## src/rtl/chirq_pkg.sv

```systemverilog
`timescale 1ns/1ps
package chirq_pkg;
    localparam int NCH     = 2;
    localparam int SW      = 8;
    localparam int SET_BIT = 2;
    localparam int VENDW   = 4;

    typedef struct packed {
        logic [VENDW-1:0] vend;
        logic             irq;
    } top_state_t;
endpackage

```

## src/rtl/chirq_flag.sv

```systemverilog
`timescale 1ns/1ps
module chirq_flag (
    input  logic clk,
    input  logic rst_n,
    input  logic set_in,
    input  logic clr_in,
    output logic flag_q
);
    logic flag_d;

    always_comb begin
        flag_d = flag_q;
        if (clr_in) flag_d = 1'b0;
        if (set_in) flag_d = 1'b1;
    end

    always_ff @(posedge clk or negedge rst_n) begin
        if (!rst_n) flag_q <= 1'b0;
        else        flag_q <= flag_d;
    end
endmodule

```

## src/rtl/chirq_fwd.sv

```systemverilog
`timescale 1ns/1ps
module chirq_fwd #(
    parameter int NCH = 2,
    parameter int SW  = 8
) (
    input  logic              rst_n,
    input  logic [NCH-1:0]    evt_valid,
    input  logic [NCH*SW-1:0] evt_status,
    input  logic [NCH-1:0]    mask,
    output logic [NCH-1:0]    fwd_valid,
    output logic [NCH*SW-1:0] fwd_status
);
    for (genvar c = 0; c < NCH; c++) begin : g_ch
        always_comb begin
            if (!rst_n) begin
                fwd_valid[c]            = 1'b1;
                fwd_status[c*SW +: SW]  = '0;
            end else begin
                fwd_valid[c]            = evt_valid[c] & ~mask[c];
                fwd_status[c*SW +: SW]  = evt_status[c*SW +: SW];
            end
        end
    end
endmodule

```

## src/rtl/chirq_latch.sv

```systemverilog
`timescale 1ns/1ps
module chirq_latch
    import chirq_pkg::*;
#(
    parameter bit              EXTENDED = 1'b1,
    parameter logic [7:0]      CFG_CH0  = 8'h50,
    parameter logic [7:0]      CFG_CH1  = 8'h57,
    parameter int              BMW      = 4,
    parameter logic [BMW-1:0]  BM_VEND  = 1
) (
    input  logic              clk,
    input  logic              rst_n,
    input  logic [NCH-1:0]    evt_valid,
    input  logic [NCH*SW-1:0] evt_status,
    input  logic              cfg_rd,
    input  logic [7:0]        cfg_addr,
    output logic [7:0]        cfg_rdata,
    input  logic              bm_wr,
    input  logic [BMW-1:0]    bm_addr,
    input  logic [7:0]        bm_wdata,
    output logic [7:0]        bm_rdata,
    output logic              dma_wr,
    output logic [7:0]        dma_wdata,
    output logic [NCH-1:0]    fwd_valid,
    output logic [NCH*SW-1:0] fwd_status,
    output logic              irq_out
);
    localparam int CFG_POS0 = 2;
    localparam int CFG_POS1 = 4;
    localparam int BM_FLAG0 = 2;

    top_state_t st_d, st_q;
    logic [NCH-1:0] flag_q;
    logic [NCH-1:0] set_ev, clr_ev, mask;
    logic           bm_hit;

    assign bm_hit = bm_wr && (bm_addr == BM_VEND);
    assign mask   = EXTENDED ? st_q.vend[NCH-1:0] : '0;

    for (genvar c = 0; c < NCH; c++) begin : g_flag
        localparam logic [7:0] CADDR = (c == 0) ? CFG_CH0 : CFG_CH1;
        assign set_ev[c] = evt_valid[c] && evt_status[c*SW + SET_BIT];
        assign clr_ev[c] = (cfg_rd && (cfg_addr == CADDR)) ||
                           (bm_hit && bm_wdata[BM_FLAG0 + c]);
        chirq_flag u_flag (
            .clk    (clk),
            .rst_n  (rst_n),
            .set_in (set_ev[c]),
            .clr_in (clr_ev[c]),
            .flag_q (flag_q[c])
        );
    end

    chirq_fwd #(.NCH(NCH), .SW(SW)) u_fwd (
        .rst_n      (rst_n),
        .evt_valid  (evt_valid),
        .evt_status (evt_status),
        .mask       (mask),
        .fwd_valid  (fwd_valid),
        .fwd_status (fwd_status)
    );

    always_comb begin
        st_d     = st_q;
        st_d.irq = |(flag_q & ~mask);
        if (bm_hit) st_d.vend = bm_wdata[7:8-VENDW];
    end

    always_ff @(posedge clk or negedge rst_n) begin
        if (!rst_n) st_q <= '0;
        else        st_q <= st_d;
    end

    always_comb begin
        cfg_rdata = '0;
        if (cfg_addr == CFG_CH0)      cfg_rdata[CFG_POS0] = flag_q[0];
        else if (cfg_addr == CFG_CH1) cfg_rdata[CFG_POS1] = flag_q[1];
    end

    always_comb begin
        bm_rdata = '0;
        if (bm_addr == BM_VEND)
            bm_rdata = {st_q.vend, flag_q[1], flag_q[0], 2'b00};
    end

    assign dma_wr    = bm_wr;
    assign dma_wdata = (bm_addr == BM_VEND) ? {6'b0, bm_wdata[1:0]} : bm_wdata;
    assign irq_out   = st_q.irq;
endmodule

```

## config.mk

```make
export PLATFORM = sky130hd
export DESIGN_NAME = chirq_latch
export DESIGN_NICKNAME = d
export VERILOG_FILES = /design/src/rtl/chirq_pkg.sv /design/src/rtl/chirq_flag.sv /design/src/rtl/chirq_fwd.sv /design/src/rtl/chirq_latch.sv
export SDC_FILE = /design/constraint.sdc
export NUM_CORES = 1
export LEC_CHECK = 0
export ABC_AREA = 1
export BUFFER_PORTS_ARGS = -buffer_cell sky130_fd_sc_hd__buf_2
export CAP_MARGIN = 20
export CORE_MARGIN = 5
export CORE_UTILIZATION = 35
export CTS_CLUSTER_SIZE = 25
export DETAILED_ROUTE_END_ITERATION = 10
export PLACE_DENSITY = 0.95
export SLEW_MARGIN = 15
export SYNTH_ARGS = -nofsm -noshare
export SYNTH_HDL_FRONTEND = slang
export SYNTH_SLANG_ARGS = --single-unit
```

## constraint.sdc

```tcl
create_clock -name clk -period 1.4 [get_ports clk]
set_clock_uncertainty 0.1 [all_clocks]
set_input_delay 0.07 -clock clk [delete_from_list [all_inputs] [get_ports clk]]
set_output_delay 0.07 -clock clk [all_outputs]
set_load 0.05 [all_outputs]
```

### Word-level counts from Yosys, hierarchy flattened

Cells that the tools add are included.

* order comparisons: 0
* multiply operators: 0
* div/mod/pow operators: 0
* bitwise logic cells: 6
* reduce and logical (&&, ||, !) cells: 12
* $add $sub $neg: 0
* mux-type cells: 13
* eq/ne operators: 3
* shift operators: 0

Operators with widths (number)
* two-way mux 8 bit: 4
* == test 8 x 7 -> 1 bit (second input constant): 2
* two-way mux 1 bit: 9
* logical AND 1 bit: 7
* == test 4 x 1 -> 1 bit (second input constant): 1
* nonzero test 2 bit: 2
* bitwise AND 1 bit: 2
* bitwise AND 2 bit: 1
* logical OR 1 bit: 2
* NOT 1 bit: 2
* NOT 2 bit: 1
* OR reduction 2 bit: 1

* input port bits: 42
* logic and storage cells: 38
* bits in registers: 7
* memory bits (read-only): 0
* latch bits: 0
* output and inout port bits: 44
* memories kept: 0
* RAM bits: 0

### Longest topological paths before layout

Gate-level depths: netlist of the first run.

* depth in word-level cells: 6
* depth in mapped cells: 6
* depth with buffers taken out: 6

### By module

Synthesis of the first run repeated with hierarchy kept, for this count alone.

* cell total of the unflattened synthesis: 135
* area total of the unflattened synthesis: 785.8 um2

Modules (own cells, without submodules)
* chirq_latch: times used 1, area an instance 531.8 um2, cells an instance 85, sequential area each 125.1 um2
* chirq_fwd: times used 1, area an instance 173.9 um2, cells an instance 40, sequential area each 0.0 um2
* chirq_flag: times used 2, area an instance 40.0 um2, cells an instance 5, sequential area each 25.0 um2

### Least setup slack after synthesis of the first run

OpenSTA, ideal clock, no wires.

* path type: register -> output
* from: register g_flag[1].u_flag.flag_q
* to: output cfg_rdata[4]
* cell stages (with the launch flop): 3
* required time: 1230 ps
* path slack: -242 ps
* data arrival time: 1472 ps
* path buffers: 0
* cell sequence: dfrtp_1 inv_1 nor3_1

* word-level cells in the longest chain between the ends: 2

RTL lines
* start: declaration: RTL line chirq_flag.sv:7 `output logic flag_q`
* start signal: assignment: RTL line chirq_flag.sv:19 `else flag_q <= flag_d;`
* two-way mux 1 bit: RTL line chirq_latch.sv:77 `else if (cfg_addr == CFG_CH1) cfg_rdata[CFG_POS1] = flag_q[1];`
* two-way mux 1 bit: RTL line chirq_latch.sv:76 `if (cfg_addr == CFG_CH0) cfg_rdata[CFG_POS0] = flag_q[0];`
* end: declaration: RTL line chirq_latch.sv:17 `output logic [7:0] cfg_rdata,`

No other way between the ends.

### Worst setup path after layout of the first run

* from: input evt_status[2]
* to: register g_flag[0].u_flag.flag_q

* word-level cells in the longest chain between the ends: 2
* elaborated cells on any way between the ends: 3
* those cells by class: mux (1); reduce/logical (2)

RTL lines
* start: declaration: RTL line chirq_latch.sv:14 `input logic [NCH*SW-1:0] evt_status,`
* logical AND 1 bit *: RTL line chirq_latch.sv:42 `assign set_ev[c] = evt_valid[c] && evt_status[c*SW + SET_BIT];`
* two-way mux 1 bit or nonzero test 2 bit (tied branches)
* end signal: assignment: RTL line chirq_flag.sv:19
* end: declaration: RTL line chirq_flag.sv:7

Mark *: on every way between the ends. The rest lies on a longest branch, timed or not.
A chain may end at the register's enable or synchronous reset.

==> flow_metrics.py, run 1 <==
metrics = {
    "global_routing": {
        "grt_pass1_wl_um": 3040,
        "grt_pass1_vias": 814,
        "grt_antenna_before_repair": 0,
        "grt_usage": 0.138,
        "grt_start_max_net_pins": 20,
        "grt_overflow": 0,
    },
    "min_path": {
        "hold_class": "input pin to flop",
    },
    "logic_synthesis": {
        "yosysTopAreaCell": "dfrtp_1",
        "syn_inst": 126,
        "synth.distinct_cells": 16,
        "ys_ff_latch": 7,
        "synth_top_area_share": 0.246,
        "synth_area_leaders": "dfrtp_1 25%, inv_1 19%, nand2_1 19%, buf_4 12%, nor2_1 8.4%",
        "yosys_warnings": 0,
        "netlist_area_um2": 713,
        "synth.avg_cell_area_um2": 5.66,
        "yosysSeqAreaShare": 0.246,
    },
    "worst_setup_path": {
        "crit_type": "input pin to flop",
        "rrSetupSlack_ps": 590,
        "reg2reg_depth": 2,
        "cp.arrival_ps": 1380,
        "critPathMaxFanout": 2,
        "reg2reg_from": "mask[1]$_DFFE_PN0N_",
        "critPathCapture": "g_flag[0].u_flag.flag_q$_DFFE_PN0P_",
        "regToRegEndpoint": "mask[1]$_DFFE_PN0N_",
        "cp-startpoint": "evt_status[2]",
        "start_kind": "input pin",
        "critical_path_required_ps": 1440,
        "end_kind": "flop",
    },
    "routing": {
        "first_iter_violations": 5,
        "ant_nets": 0,
        "vias": 930,
        "drt-pass1-iter-count": 4,
        "drc": 0,
        "drt_wl_total_um": 2260,
        "via_per_inst": 3.97,
        "drt-wirelength-per-cell_um": 9.64,
    },
    "clock_network": {
        "postCtsSetupBuffers": 0,
        "clock_path_buffers": 2,
        "cts_buffers": 3,
        "postCtsHoldBufs": 9,
        "cts_resized": 0,
        "root_buffer": "clkbuf_4",
        "insertion_delay_ps": 250,
        "cts_sinks": 7,
        "cts_tree": "yes",
        "h-tree-depth": 1,
        "path_clk_slew_ps": 50,
    },
    "cells_and_area": {
        "drive_above_1_share": 0.396,
        "layout.nets": 250,
        "final_common_cell": "buf_2",
        "diodes": 0,
        "layout_common_cells": "73 x buf_2, 37 x inv_1, 36 x nand2_1, 16 x nor2_1, 9 x dlygate4sd3_1",
        "syn_to_final_growth_pct": 64.7,
    },
    "sta": {
        "period_minus_slack_ps": 1330,
        "rsz0062_at_grt": "false",
        "setup_viol_count_final": 0,
        "post-route-period-util": 0.953,
        "hold_viol_final": 0,
        "fmax_mhz": 749,
        "tns_ps": 0,
        "drv_slew": 0,
    },
    "floorplanning": {
        "fp-row-count": 16,
        "die_h_um": 55.1,
        "die_w_um": 55.1,
        "core_um2": 1960,
        "io_pins": 86,
        "initial_core_util": 0.364,
        "dieArea_um2": 3040,
    },
    "placed_design": {
        "dp_hpwl_um": 1840,
        "portBuffers": 73,
        "place.gp.congestion": 0.715,
    },
    "outcome": {
        "status": "complete, no violations",
    },
    "pwr": {
        "p_total_mw": 0.936,
        "p_leak_nw": 0.878,
        "ir_drop_mv": 0.813,
        "power.density_nw_per_um2": 797,
    },
    "job": {
        "drv_cap": 0,
    },
}
worst min path at each step:
stage	startpoint	cells past startpoint	slack, ps	endpoint
4_1_cts	cfg_rd	4	30	g_flag[1].u_flag.flag_q$_DFFE_PN0P_
2_1_floorplan	rst_n	0	-330	g_flag[0].u_flag.flag_q$_DFFE_PN0P_
6_report	cfg_rd	4	30	g_flag[1].u_flag.flag_q$_DFFE_PN0P_
3_5_place_dp	rst_n	1	-100	g_flag[0].u_flag.flag_q$_DFFE_PN0P_
3_3_place_gp	rst_n	1	-100	g_flag[0].u_flag.flag_q$_DFFE_PN0P_
5_1_grt	cfg_rd	4	40	g_flag[0].u_flag.flag_q$_DFFE_PN0P_
power by group:
part	leakage (nW)	switching (mW)	internal, mW	total (mW)
Clock	0.0150	0.0760	0.109	0.185
Combinational	0.787	0.365	0.132	0.497
Sequential	0.0762	0.0143	0.240	0.254
Yosys cell counts (all sizes together):
cell / count
inv: 37
dfrtp: 7
buf: 13
nand3: 4
o21ai: 4
conb: 1
nor2: 19
o22ai: 1
nor3: 1
nand4: 2
nand2: 37
through the flow:
step | std cells | utilization | hold WS (ps) | setup slack, ps | cell area [µm²]
after floorplan | 133 | - | -326 | 172 | 744
after global placement | 221 | 0.540 | -100 | 326 | 1060
after detailed placement | 221 | 0.540 | -99.0 | 286 | 1060
after CTS | 234 | 0.599 | 27.9 | 54.9 | 1170
after global routing | 234 | 0.599 | 37.5 | 27.5 | 1170
final | 234 | 0.599 | 31.4 | 65.2 | 1170
per-layer routing:
metal / vias up / track usage / wire (µm)
met5: - / 0 / 0
met4: 0 / 0 / 0
met3: 0 / 0.0563 / 262
met2: 40 / 0.293 / 1230
met1: 393 / 0.125 / 767
li1: 497 / - / -
area by class of cell:
cell class | instances | area (µm²)
Fill cell | 216 | 787
Timing Repair Buffer | 83 | 463
Multi-Input combinational cell | 76 | 338
Sequential cell | 7 | 175
Inverter | 37 | 139
Tap cell | 27 | 33.8
Clock buffer | 4 | 26.3
sequential cells by signal, indices dropped and copies added (netlist names):
signal,cells
st_q,2
irq_out,1
mask,2
g_flag.u_flag.flag_q,2
cells by family after synthesis:
| kind of cell | synth area share |
|---|---|
| DFF | 0.246 |
| other | 0.00526 |
| buffers and inverters | 0.325 |
| and+or+nand+nor | 0.388 |
| AOI/OAI and AO/OA | 0.0368 |
critical path: stages:
cell,delay (ps)
dlygate4sd3_1,530
buf_2,130
nand2_1,50
dlygate4sd3_1,550
nand2_1,50
Power figures use the tool's default switching activity.
==> run 2, diff against run 1 <==
--- a/config.mk
+++ b/config.mk
@@ -10,9 +10,11 @@
 export CAP_MARGIN = 20
 export CORE_MARGIN = 5
 export CORE_UTILIZATION = 35
+export CTS_CLUSTER_DIAMETER = 60
 export CTS_CLUSTER_SIZE = 25
 export DETAILED_ROUTE_END_ITERATION = 10
 export PLACE_DENSITY = 0.95
+export RECOVER_POWER = 25
 export SLEW_MARGIN = 15
 export SYNTH_ARGS = -nofsm -noshare
 export SYNTH_HDL_FRONTEND = slang
==> flow_metrics.py, run 2 (synthesis results as in run 1) <==
metrics = {
    "sta": {
        "fmax_mhz": 748,
        "rsz0062_at_grt": "false",
        "setup_viol_count_final": 0,
        "max-slew-margin-rel": 0.530,
        "post-route-period-util": 0.955,
        "worstMarginPinSlew_ps": 705,
        "timing.final.ws_setup_ps": 63.2,
        "drv_slew": 0,
        "period_minus_slack_ps": 1340,
        "tns_ps": 0,
        "hold_viol_final": 0,
    },
    "global_routing": {
        "grt_usage": 0.138,
        "grt_start_max_net_pins": 20,
        "grt_overflow": 0,
        "grt_pass1_wl_um": 3040,
        "grt_most_used_layer": "met2",
        "use_met1": 0.125,
        "grt.met3_usage": 0.0563,
        "grt_antenna_before_repair": 0,
        "use_met2": 0.293,
        "grt_pass1_vias": 814,
    },
    "floorplanning": {
        "fp-row-count": 16,
        "die_h_um": 55.1,
        "core_um2": 1960,
        "initial_core_util": 0.364,
        "dieArea_um2": 3040,
        "io_pins": 86,
        "die_w_um": 55.1,
    },
    "cells_and_area": {
        "diodes": 0,
        "syn_to_final_growth_pct": 63.7,
        "final_common_cell": "buf_2",
        "drive_above_1_share": 0.377,
        "layout_common_cells": "69 x buf_2, 37 x inv_1, 36 x nand2_1, 16 x nor2_1, 9 x dlygate4sd3_1",
        "layout.nets": 250,
    },
    "routing": {
        "vias": 929,
        "drc": 0,
        "drt_wl_total_um": 2240,
        "drt-pass1-iter-count": 2,
        "ant_nets": 0,
        "via_per_inst": 3.97,
        "drt-wirelength-per-cell_um": 9.55,
        "first_iter_violations": 4,
    },
    "clock_network": {
        "postCtsSetupBuffers": 0,
        "cts_sinks": 7,
        "cts_buffers": 3,
        "cts_tree": "yes",
        "clock_path_buffers": 2,
        "insertion_delay_ps": 250,
        "cts_resized": 0,
        "root_buffer": "clkbuf_4",
        "postCtsHoldBufs": 9,
        "h-tree-depth": 1,
        "path_clk_slew_ps": 50,
    },
    "worst_setup_path": {
        "crit_type": "input pin to flop",
        "cp-startpoint": "evt_status[2]",
        "reg2reg_depth": 2,
        "regToRegEndpoint": "mask[0]$_DFFE_PN0N_",
        "start_kind": "input pin",
        "reg2reg_from": "mask[0]$_DFFE_PN0N_",
        "rrSetupSlack_ps": 600,
        "cp.arrival_ps": 1380,
        "critical_path_required_ps": 1440,
        "end_kind": "flop",
        "critPathMaxFanout": 2,
    },
    "placed_design": {
        "dp_hpwl_um": 1840,
        "portBuffers": 73,
        "pre_cts_ws_ps": 286,
        "place.gp.congestion": 0.715,
    },
    "job": {
        "drv_cap": 0,
    },
    "min_path": {
        "hold_class": "input pin to flop",
        "hold_path_depth": 4,
        "hold_path_startpoint": "cfg_rd",
        "holdPathEnd": "g_flag[1].u_flag.flag_q$_DFFE_PN0P_",
    },
    "pwr": {
        "p_leak_nw": 0.866,
        "ir_drop_mv": 0.800,
        "power.density_nw_per_um2": 797,
    },
    "outcome": {
        "status": "complete, no violations",
    },
}
run 2: cell count changes in the layout (fill, tap and decap cells not counted), sizes merged:
cell,change
buf,-5
clkbuf,+5
run 2: how the worst max path moves through the flow:
stage               slack (ps)                             endpoint
floorplan                  170                         cfg_rdata[4]
global placement           330                         dma_wdata[4]
detailed placement         290                         dma_wdata[5]
CTS                         50  g_flag[1].u_flag.flag_q$_DFFE_PN0P_
global route                20                        fwd_status[2]
finish                      60  g_flag[0].u_flag.flag_q$_DFFE_PN0P_
run 2: metal layers:
layer	part of all wire	routed length (µm)
met1	0.34	751
met2	0.55	1220
met3	0.12	261
met4	0	0
met5	0	0
run 2: area by class of cell:
cell class / count / area, µm²
multi-input cells: 76 / 338
repair buffers: 83 / 455
clock buffers: 4 / 26.3
flip-flops and latches: 7 / 175
inverters: 37 / 139
well taps: 27 / 33.8
fillers: 219 / 795
run 2: per-stage QoR:
stage          std cells  power (mW)  hold WS (ps)  utilization  cell area [µm²]
2_1_floorplan        133       0.635          -326            -              744
5_1_grt              234       0.998          37.5        0.595             1170
6_report             234       0.931          31.8        0.595             1170
3_3_place_gp         221       0.727          -100        0.540             1060
4_1_cts              234       0.943          27.9        0.599             1170
3_5_place_dp         221       0.734         -99.0        0.540             1060
run 2: critical path, cell delays in order:
cell and delay [ps]:
dlygate4sd3_1 530, buf_2 130, nand2_1 50, dlygate4sd3_1 550, nand2_1 50
run 2: power by group:
group	switching (mW)	internal, mW	leakage (nW)
Sequential	0.0140	0.240	0.0762
Clock	0.0742	0.109	0.0150
Combinational	0.364	0.130	0.775
==> run 3, diff against run 2 <==
--- a/config.mk
+++ b/config.mk
@@ -7,7 +7,7 @@
 export LEC_CHECK = 0
 export ABC_AREA = 1
 export BUFFER_PORTS_ARGS = -buffer_cell sky130_fd_sc_hd__buf_2
-export CAP_MARGIN = 20
+export CAP_MARGIN = 0
 export CORE_MARGIN = 5
 export CORE_UTILIZATION = 35
 export CTS_CLUSTER_DIAMETER = 60
@@ -15,6 +15,7 @@
 export DETAILED_ROUTE_END_ITERATION = 10
 export PLACE_DENSITY = 0.95
 export RECOVER_POWER = 25
+export SETUP_SLACK_MARGIN = 0.1
 export SLEW_MARGIN = 15
 export SYNTH_ARGS = -nofsm -noshare
 export SYNTH_HDL_FRONTEND = slang
==> flow_metrics.py, run 3 (synthesis results as in run 1) <==
metrics = {
    "global_routing": {
        "grt_start_max_net_pins": 20,
        "grt_pass1_wl_um": 3070,
        "grt_antenna_before_repair": 0,
        "grt_pass1_vias": 817,
        "grt_usage": 0.140,
        "grt_overflow": 0,
    },
    "sta": {
        "post-route-period-util": 0.911,
        "drv_slew": 0,
        "rsz0062_at_grt": "true",
        "fmax_mhz": 784,
        "setup_viol_count_final": 0,
        "timing.final.ws_setup_ps": 124,
        "hold_viol_final": 0,
        "period_minus_slack_ps": 1280,
        "max-slew-margin-rel": 0.523,
        "tns_ps": 0,
        "worstMarginPinSlew_ps": 716,
    },
    "routing": {
        "drt-wirelength-per-cell_um": 9.86,
        "vias": 936,
        "ant_nets": 0,
        "drt-pass1-iter-count": 2,
        "first_iter_violations": 4,
        "drc": 0,
        "drt_wl_total_um": 2310,
        "via_per_inst": 4.00,
    },
    "clock_network": {
        "root_buffer": "clkbuf_4",
        "h-tree-depth": 1,
        "clock_path_buffers": 2,
        "cts_tree": "yes",
        "insertion_delay_ps": 250,
        "path_clk_slew_ps": 50,
        "cts_buffers": 3,
        "cts_sinks": 7,
    },
    "floorplanning": {
        "initial_core_util": 0.364,
        "fp-row-count": 16,
        "dieArea_um2": 3040,
        "die_w_um": 55.1,
        "die_h_um": 55.1,
        "core_um2": 1960,
        "io_pins": 86,
    },
    "min_path": {
        "hold_path_depth": 4,
        "hold_path_startpoint": "cfg_rd",
        "hold_class": "input pin to flop",
        "holdPathEnd": "g_flag[1].u_flag.flag_q$_DFFE_PN0P_",
    },
    "pwr": {
        "p_total_mw": 0.942,
        "ir_drop_mv": 0.805,
        "power.density_nw_per_um2": 793,
        "p_leak_nw": 0.866,
    },
    "cells_and_area": {
        "layout_common_cells": "57 x buf_2, 37 x inv_1, 36 x nand2_1, 16 x nor2_1, 9 x dlygate4sd3_1",
        "syn_to_final_growth_pct": 66.7,
        "fin_util": 0.606,
        "diodes": 0,
        "drive_above_1_share": 0.362,
        "final_common_cell": "buf_2",
        "layout.nets": 250,
    },
    "placed_design": {
        "place.gp.congestion": 0.715,
        "pre_cts_ws_ps": 286,
        "dp_hpwl_um": 1840,
        "portBuffers": 73,
    },
    "worst_setup_path": {
        "regToRegEndpoint": "mask[1]$_DFFE_PN0N_",
        "crit_type": "input pin to output port",
        "reg2reg_depth": 2,
        "critPathMaxFanout": 2,
        "cp.arrival_ps": 1110,
        "worst-path-buf-inv": 4,
        "reg2reg_from": "mask[1]$_DFFE_PN0N_",
        "critical_path_required_ps": 1230,
        "start_kind": "input pin",
        "crit_slowest_cell": "dlygate4sd3_1",
        "end_kind": "output port",
        "crit_family": "buffers and inverters",
        "rrSetupSlack_ps": 600,
        "crit_cells": 5,
        "cpPeakStageDelay_ps": 530,
        "crit_chain": "dlygate4sd3_1 > clkbuf_1 > inv_1 > nor2_1 > buf_4",
    },
    "job": {
        "drv_cap": 0,
    },
    "outcome": {
        "status": "complete, no violations",
    },
}
## run 3: cell types whose count changed in the layout (fill, tap and decap cells not counted), sizes merged
cell    change
clkbuf      +5
buf         -5
## run 3: worst register-to-register path, delay by kind of cell (launching register included)
family / cells / cell delay, ps
AO/OA/AOI/OAI: 1 / 100
flip-flops: 1 / 380
buffers and inverters: 1 / 100
## run 3: metal layers
layer / part of all wire / GRT usage
met3: 0.11 / 0.0563
met5: 0 / 0
met4: 0 / 0
met2: 0.56 / 0.301
met1: 0.33 / 0.125
## run 3: power breakdown
group          switching (mW)  internal [mW]  total, mW  leakage, nW
Combinational           0.367          0.138      0.505        0.775
Sequential             0.0140          0.240      0.254       0.0762
Clock                  0.0749          0.109      0.184       0.0150
Total                   0.456          0.486      0.942        0.866
## run 3: repair_timing
| item | in CTS | in global routing |
|---|---|---|
| gates resized for setup | 0 | 15 |
| buffers inserted | 0 | 0 |
| hold buffers | 9 | 0 |
| endpoints found under the setup margin | 0 | 9 |
| hold endpoints to repair | 13 | 0 |
## run 3: final cells by class
| cell class | instances | area (µm²) |
|---|---|---|
| Inverter | 37 | 139 |
| Sequential cell | 7 | 175 |
| Multi-Input combinational cell | 76 | 338 |
| Clock buffer | 4 | 26.3 |
| Timing Repair Buffer | 83 | 477 |
| Fill cell | 212 | 773 |
| Tap cell | 27 | 33.8 |
## run 3: metrics by stage
| step | std cells | area, µm² | hold WS [ps] |
|---|---|---|---|
| final | 234 | 1190 | 28.1 |
| after global routing | 234 | 1190 | 37.0 |
| after floorplan | 133 | 744 | -326 |
| after global placement | 221 | 1060 | -100 |
| after detailed placement | 221 | 1060 | -99.0 |
| after CTS | 234 | 1170 | 27.7 |
## run 3: how the worst max path moves through the flow
stage	from	endpoint	slack, ps
after floorplan	g_flag[1].u_flag.flag_q$_DFFE_PN0P_	cfg_rdata[4]	170
after global placement	bm_addr[3]	dma_wdata[4]	330
after detailed placement	bm_addr[3]	dma_wdata[5]	290
after CTS	g_flag[1].u_flag.flag_q$_DFFE_PN0P_	cfg_rdata[4]	120
after global routing	rst_n	fwd_status[7]	50
final	bm_wdata[4]	dma_wdata[4]	120
